**config.mk**
```make
export PLATFORM = sky130hd
export DESIGN_NAME = rst_stage_seq
export DESIGN_NICKNAME = d
export VERILOG_FILES = /design/src/rtl/rst_seq_pkg.sv /design/src/rtl/rst_seq_sync.sv /design/src/rtl/rst_seq_state_reg.sv /design/src/rtl/rst_seq_go_gen.sv /design/src/rtl/rst_seq_join.sv /design/src/rtl/rst_stage_seq.sv
export SDC_FILE = /design/constraint.sdc
export NUM_CORES = 1
export LEC_CHECK = 0
export ABC_CLOCK_PERIOD_IN_PS = 2150
export BUFFER_PORTS_ARGS = -buffer_cell sky130_fd_sc_hd__buf_2
export CORE_AREA = 3 3 40 42
export CTS_CLUSTER_DIAMETER = 150
export DETAILED_ROUTE_END_ITERATION = 10
export DIE_AREA = 0 0 43 45
export HOLD_SLACK_MARGIN = 0.03
export PLACE_DENSITY = 0.67
export SLEW_MARGIN = 20
export SYNTH_ARGS = -nofsm -noshare
export SYNTH_HDL_FRONTEND = slang
export SYNTH_SLANG_ARGS = --single-unit
```
**constraint.sdc**
```tcl
create_clock -name clk -period 2.15 [get_ports clk]
set_input_delay 0.3225 -clock clk [delete_from_list [all_inputs] [get_ports clk]]
set_output_delay 0.3225 -clock clk [all_outputs]
set_load 0.01 [all_outputs]
```
**src/rtl/rst_seq_pkg.sv**
```systemverilog
package rst_seq_pkg;
  localparam int unsigned STW = 3;
  typedef logic [STW-1:0] stage_t;
  localparam stage_t STAGE_RESET = stage_t'(0);
  localparam stage_t STAGE_AFTER = stage_t'(1);
  localparam int unsigned SYNC_STAGES = 2;
endpackage

```
**src/rtl/rst_seq_sync.sv**
```systemverilog
module rst_seq_sync #(
  parameter int unsigned STAGES = 2
) (
  input  logic clk,
  input  logic arst_n,
  output logic srst_n
);
  logic [STAGES-1:0] chain_q;
  logic [STAGES-1:0] chain_d;

  always_comb begin
    chain_d = {chain_q[STAGES-2:0], 1'b1};
  end

  always_ff @(posedge clk or negedge arst_n) begin
    if (!arst_n) chain_q <= '0;
    else         chain_q <= chain_d;
  end

  assign srst_n = chain_q[STAGES-1];
endmodule

```
**src/rtl/rst_seq_state_reg.sv**
```systemverilog
module rst_seq_state_reg
  import rst_seq_pkg::*;
(
  input  logic   clk,
  input  logic   rst_n,
  input  logic   wr_en,
  input  stage_t wr_val,
  output stage_t q
);
  stage_t q_d;
  stage_t q_r;

  always_comb begin
    q_d = q_r;
    if (wr_en) q_d = wr_val;
  end

  always_ff @(posedge clk or negedge rst_n) begin
    if (!rst_n) q_r <= STAGE_RESET;
    else        q_r <= q_d;
  end

  assign q = q_r;
endmodule

```
**src/rtl/rst_seq_go_gen.sv**
```systemverilog
module rst_seq_go_gen (
  input  logic clk,
  input  logic rst_n,
  input  logic stage_en,
  output logic go
);
  logic en_d_q, go_q;
  logic en_d_n, go_n;

  always_comb begin
    en_d_n = stage_en;
    go_n   = stage_en & ~en_d_q;
  end

  always_ff @(posedge clk or negedge rst_n) begin
    if (!rst_n) begin
      en_d_q <= 1'b0;
      go_q   <= 1'b0;
    end else begin
      en_d_q <= en_d_n;
      go_q   <= go_n;
    end
  end

  assign go = go_q;
endmodule

```
**src/rtl/rst_seq_join.sv**
```systemverilog
module rst_seq_join #(
  parameter int unsigned NPER = 3
) (
  input  logic            clk,
  input  logic            rst_n,
  input  logic            stage_en,
  input  logic            go,
  input  logic [NPER-1:0] en,
  input  logic [NPER-1:0] pdone,
  output logic            done
);
  logic            armed_q, qual_d_q;
  logic            armed_n, qual;
  logic [NPER-1:0] ok_vec;
  logic            flag;

  genvar gi;
  generate
    for (gi = 0; gi < NPER; gi++) begin : g_mask
      assign ok_vec[gi] = pdone[gi] | ~en[gi];
    end
  endgenerate

  always_comb begin
    flag    = &ok_vec;
    qual    = armed_q & flag;
    done    = qual & ~qual_d_q;
    armed_n = stage_en & ~done & (armed_q | go);
  end

  always_ff @(posedge clk or negedge rst_n) begin
    if (!rst_n) begin
      armed_q  <= 1'b0;
      qual_d_q <= 1'b0;
    end else begin
      armed_q  <= armed_n;
      qual_d_q <= qual;
    end
  end
endmodule

```
**src/rtl/rst_stage_seq.sv**
```systemverilog
module rst_stage_seq
  import rst_seq_pkg::*;
#(
  parameter int unsigned NPER = 3
) (
  input  logic            clk,
  input  logic            rst_n,
  input  logic            other_wr_en,
  input  logic [STW-1:0]  other_wr_state,
  input  logic [NPER-1:0] periph_en,
  input  logic [NPER-1:0] periph_done,
  output logic [NPER-1:0] periph_go,
  output logic            stage_done,
  output logic [STW-1:0]  next_state,
  output logic [STW-1:0]  state_q
);
  logic   srst_n;
  logic   stage_en;
  logic   go;
  logic   reg_wr;
  stage_t reg_val;
  stage_t cur;

  rst_seq_sync #(.STAGES(SYNC_STAGES)) i_sync (
    .clk(clk), .arst_n(rst_n), .srst_n(srst_n)
  );

  rst_seq_state_reg i_state (
    .clk(clk), .rst_n(rst_n), .wr_en(reg_wr), .wr_val(reg_val), .q(cur)
  );

  assign stage_en = (cur == STAGE_RESET);

  rst_seq_go_gen i_go (
    .clk(clk), .rst_n(srst_n), .stage_en(stage_en), .go(go)
  );

  rst_seq_join #(.NPER(NPER)) i_join (
    .clk(clk), .rst_n(srst_n), .stage_en(stage_en), .go(go),
    .en(periph_en), .pdone(periph_done), .done(stage_done)
  );

  genvar gi;
  generate
    for (gi = 0; gi < NPER; gi++) begin : g_go
      assign periph_go[gi] = go & periph_en[gi];
    end
  endgenerate

  always_comb begin
    reg_wr  = stage_done | other_wr_en;
    reg_val = stage_done ? STAGE_AFTER : stage_t'(other_wr_state);
  end

  assign next_state = stage_done ? STAGE_AFTER : cur;
  assign state_q    = cur;
endmodule

```
== Word-level counts from Yosys, hierarchy flattened ==
Cells that the tools add are included.
Operators by class
  mux-type cells: 2
  bitwise operators: 19
  reductions and logical operators: 2
Operators by type and width (count)
  $and A1 B1 Y1: 8
  $mux W3: 2
  $not A1 Y1: 6
  $or A1 B1 Y1: 5
  $logic_not A3 Y1: 1
  $reduce_and A3 Y1: 1
Storage, ports and cells
  bits in registers: 9
  input port bits: 12
  output and inout port bits: 10
  word-level logic and storage cells: 29

== Logic depth before layout (Yosys ltp) ==
  depth after elaboration: 8
  depth in mapped cells: 4
  depth with buffers taken out: 4

== Modules after synthesis ==
Synthesis repeated with hierarchy kept, for this count alone.
Second synthesis, totals
  cells, all modules: 32
  area total of the unflattened synthesis: 399.1 µm²
By module, submodules not included
  rst_seq_state_reg: times used 1, cells each 6, area each 108.9 µm², seq. area each 75.1 µm²
  rst_seq_join: times used 1, cells each 9, area each 105.1 µm², seq. area each 50.0 µm²
  rst_stage_seq: times used 1, cells each 11, area each 67.6 µm², seq. area each 0.0 µm²
  rst_seq_go_gen: times used 1, cells each 3, area each 63.8 µm², seq. area each 50.0 µm²
  rst_seq_sync: times used 1, cells each 3, area each 53.8 µm², seq. area each 50.0 µm²

== Worst setup path after synthesis ==
Ideal clock, no wire load.
  path kind: flip-flop to output port
  start point: reg i_join.qual_d_q
  end point: out next_state[1]
  arrival: 819 ps
  data required time: 1827 ps
  slack: 1009 ps
  stages on the path, launching flop included: 4
  buffers on the path: 0
  cell sequence: dfrtp_1 > nor2b_4 > nand4_4 > and2_1
On the way
  longest elaborated chain between the ends: 3
RTL lines
  from (decl): line rst_seq_join.sv:12  | logic armed_q, qual_d_q;
  from (signal assigned): line rst_seq_join.sv:37  | qual_d_q <= qual;
  $not A1 Y1: line rst_seq_join.sv:27  | done = qual & ~qual_d_q;
  $and A1 B1 Y1: line rst_seq_join.sv:27
  $mux W3: line rst_stage_seq.sv:55  | assign next_state = stage_done ? STAGE_AFTER : cur;
  to (decl): line rst_stage_seq.sv:14  | output logic [STW-1:0] next_state,
No other way between the ends.

== Worst setup path after layout ==
  start point: reg i_join.armed_q
  end point: out next_state[1]
On the way
  longest elaborated chain between the ends: 3
RTL lines
  from (decl): line rst_seq_join.sv:12
  from (signal assigned): line rst_seq_join.sv:36  | armed_q <= armed_n;
  $and A1 B1 Y1: line rst_seq_join.sv:26  | qual = armed_q & flag;
  $and A1 B1 Y1: line rst_seq_join.sv:27
  $mux W3: line rst_stage_seq.sv:55
No other way between the ends.

==> key figures <==
Run status
  – Outcome: finished, final reports clean

Global route
  – Largest net degree at the start of global routing: 7
  – Gr usage total: 0.101
  – Congestion Overflow GR: 0
  – Vias in the first global route: 334
  – First-pass GRT wire length: 1380 um
  – Initial antenna violation count: 0

Route
  – Number of vias per cell: 4.43
  – Final ANT Viol Nets: 0
  – DR WL/cell: 10.8 um
  – Detailed Route WL: 798 um
  – Initial drt markers: 2
  – DRT Pass-1 Iters: 2
  – Via count: 328
  – DRC Markers: 0

Critical path
  – Crit Path Max Fanout: 5
  – Req. time, crit path: 1.83 ns
  – CP Launch Type: flip-flop
  – R2R Path Start: i_join.armed_q
  – Critical Path End Type: output pin
  – Crit path kind: reg2out
  – CP Launch Point: i_join.armed_q
  – Register-to-Register Path Depth: 4
  – WP data arrival: 1.22 ns

Floorplanning
  – Row count: 13
  – Die width: 43 um
  – Initial Util: 0.311
  – Core ar.: 1280 um2
  – Ports: 22
  – Die area: 1940 um2
  – Die height: 45 um

Place
  – GPL Wtd Cong: 0.721
  – Placed cell area: 523 um2
  – Dpl hpwl: 670 um
  – Port bufs: 21

Timing
  – Peak Freq: 0.648 GHz
  – Final worst path period share: 0.718
  – Final setup viols: 0
  – Hold Vio Cnt, Final: 0
  – Final slew viol count: 0
  – Setup TNS: 0 ns
  – Tmin final: 1.54 ns
  – Final clock skew: 0.00201 ns
  – RSZ-0062 raised after global routing: false

CTS
  – # resized after CTS: 0
  – Clock Path Buffers: 2
  – H-Tree Depth: 1
  – Worst skew pair latency: 0.25 ns
  – Worst-path clk slew: 0.06 ns
  – CTS Root Cell: clkbuf_4
  – CTS tree: done
  – CTS Buf Count: 3
  – Clock sinks: 9

Final layout
  – Area Overhead vs Synth: 40.4%
  – Diode count: 0
  – Layout Nets: 72
  – Share of layout cells above drive strength 1: 0.492
  – Design area: 561 um2

Power and ir drop
  – VDD IR max: 0.317 mV
  – Pleak: 0.301 nW
  – Sequential share of power: 0.511
  – Clock share of power: 0.324
  – Combinational Power Share: 0.165
  – Sw frac: 0.259
  – Power Density: 681 nW/um2
  – Net Sw Power: 0.0990 mW
  – Internal Pwr Total: 0.283 mW

Logic synthesis
  – EDFF count, synth: 0
  – Top-area cell type share of the netlist area: 0.564
  – Most frequent cells after synthesis: dfrtp_1, and2_1, nand2b_1, mux2i_1, nor2_1
  – Yosys top cell by area: dfrtp_1
  – Synth warn: 0
  – Distinct cell type count after synthesis: 14
  – Area contributors post-synth: dfrtp_1, and2_1, mux2i_1, nand2b_1, nand4_4
  – Mapped Nets: 45
  – Top FF cell, synth: dfrtp_1
  – Mean area per synthesized cell: 12.1 um2
  – Seq cells post-synth: 9
  – Most common cell in the netlist: dfrtp_1
  – Async set or reset register ratio after synthesis: 1.00
  – Seq/Total Area, Yosys: 0.564
  – Synth Cell Area: 399 um2
  – Cells after synthesis: 33

Flow run
  – Max Cap Violations: 0

Worst hold path
  – Worst Hold Class: reg2async
cell type report:
cell class	count	area (um2)
timing repair buffer	22	115
sequential	9	225
clock buffer	3	22.5
multi-input combinational	23	170
clock inverter	1	5.00
fill	129	724
inverter	1	3.75
tap	15	18.8
per-layer routing:
metal,track usage,part of all wire,vias up
li1,-,-,159
met1,0.128,0.45,151
met4,0.0904,0,0
met5,0,0,-
met2,0.150,0.45,18
met3,0.0159,0.10,0
layout by cell type, fill, tap and decap left out, types with 3 or more instances in the layout:
cell type	n
and2_1	5
buf_2	21
clkbuf_4	3
dfrtp_1	9
mux2i_1	3
nand2b_1	4
nor2_1	3
critical path, cell delays in order (launching register included):
cell     delay [ns]
dfrtp_1        0.36
nor2b_4        0.17
nand4_4        0.13
and2_1         0.18
buf_2          0.13
sequential cells by signal (all words and copies together), names as in the netlist:
| name | cells |
|---|---|
| i_state.q | 3 |
| i_join.qual_d_q | 1 |
| i_join.armed_q | 1 |
| i_go.go | 1 |
| i_sync.chain_q | 2 |
| i_go.en_d_q | 1 |
what timing repair did:
action | 4_1_cts | 5_1_grt
hold buffers | 1 | 0
endpoints found under the hold margin | 5 | 0
buffers inserted | 0 | 0
power groups by stage:
stage / registers (mW) / logic (mW) / clock network, mW
3_5_place_dp: 0.198 / 0.0626 / 0
3_3_place_gp: 0.198 / 0.0619 / 0
5_1_grt: 0.198 / 0.0701 / 0.142
4_1_cts: 0.195 / 0.0642 / 0.132
6_report: 0.195 / 0.0628 / 0.124
2_1_floorplan: 0.199 / 0.0280 / 0
metrics by stage:
step / setup WS [ns] / cells / hold WS, ns / utilization / total power, mW
global route: 0.530 / 74 / 0.0815 / 0.436 / 0.410
finish: 0.607 / 74 / 0.0555 / 0.436 / 0.382
global placement: 0.846 / 69 / 0.0529 / 0.407 / 0.260
detailed placement: 0.824 / 69 / 0.0589 / 0.407 / 0.261
floorplan: 1.01 / 33 / 0.0269 / - / 0.227
CTS: 0.584 / 74 / 0.0647 / 0.436 / 0.391
worst paths after layout:
kind	slack [ns]	to
worst max-delay path	0.61	next_state[1]
worst min-delay path	0.06	i_go.go
worst max register to register	1.22	i_state.q[2]
worst min register to register	0.06	i_go.go
max in group asynchronous	1.62	i_state.q[0]
min in group clk	0.30	i_state.q[0]
cells by family after synthesis:
| family | count (synthesis) | share of synthesized area |
|---|---|---|
| compound gates | 1 | 0.0125 |
| other cells | 1 | 0.00940 |
| flops | 9 | 0.564 |
| simple gates | 18 | 0.329 |
| buf+inv | 1 | 0.00940 |
| mux | 3 | 0.0752 |
Note: power is estimated with default switching activity, not from simulation.
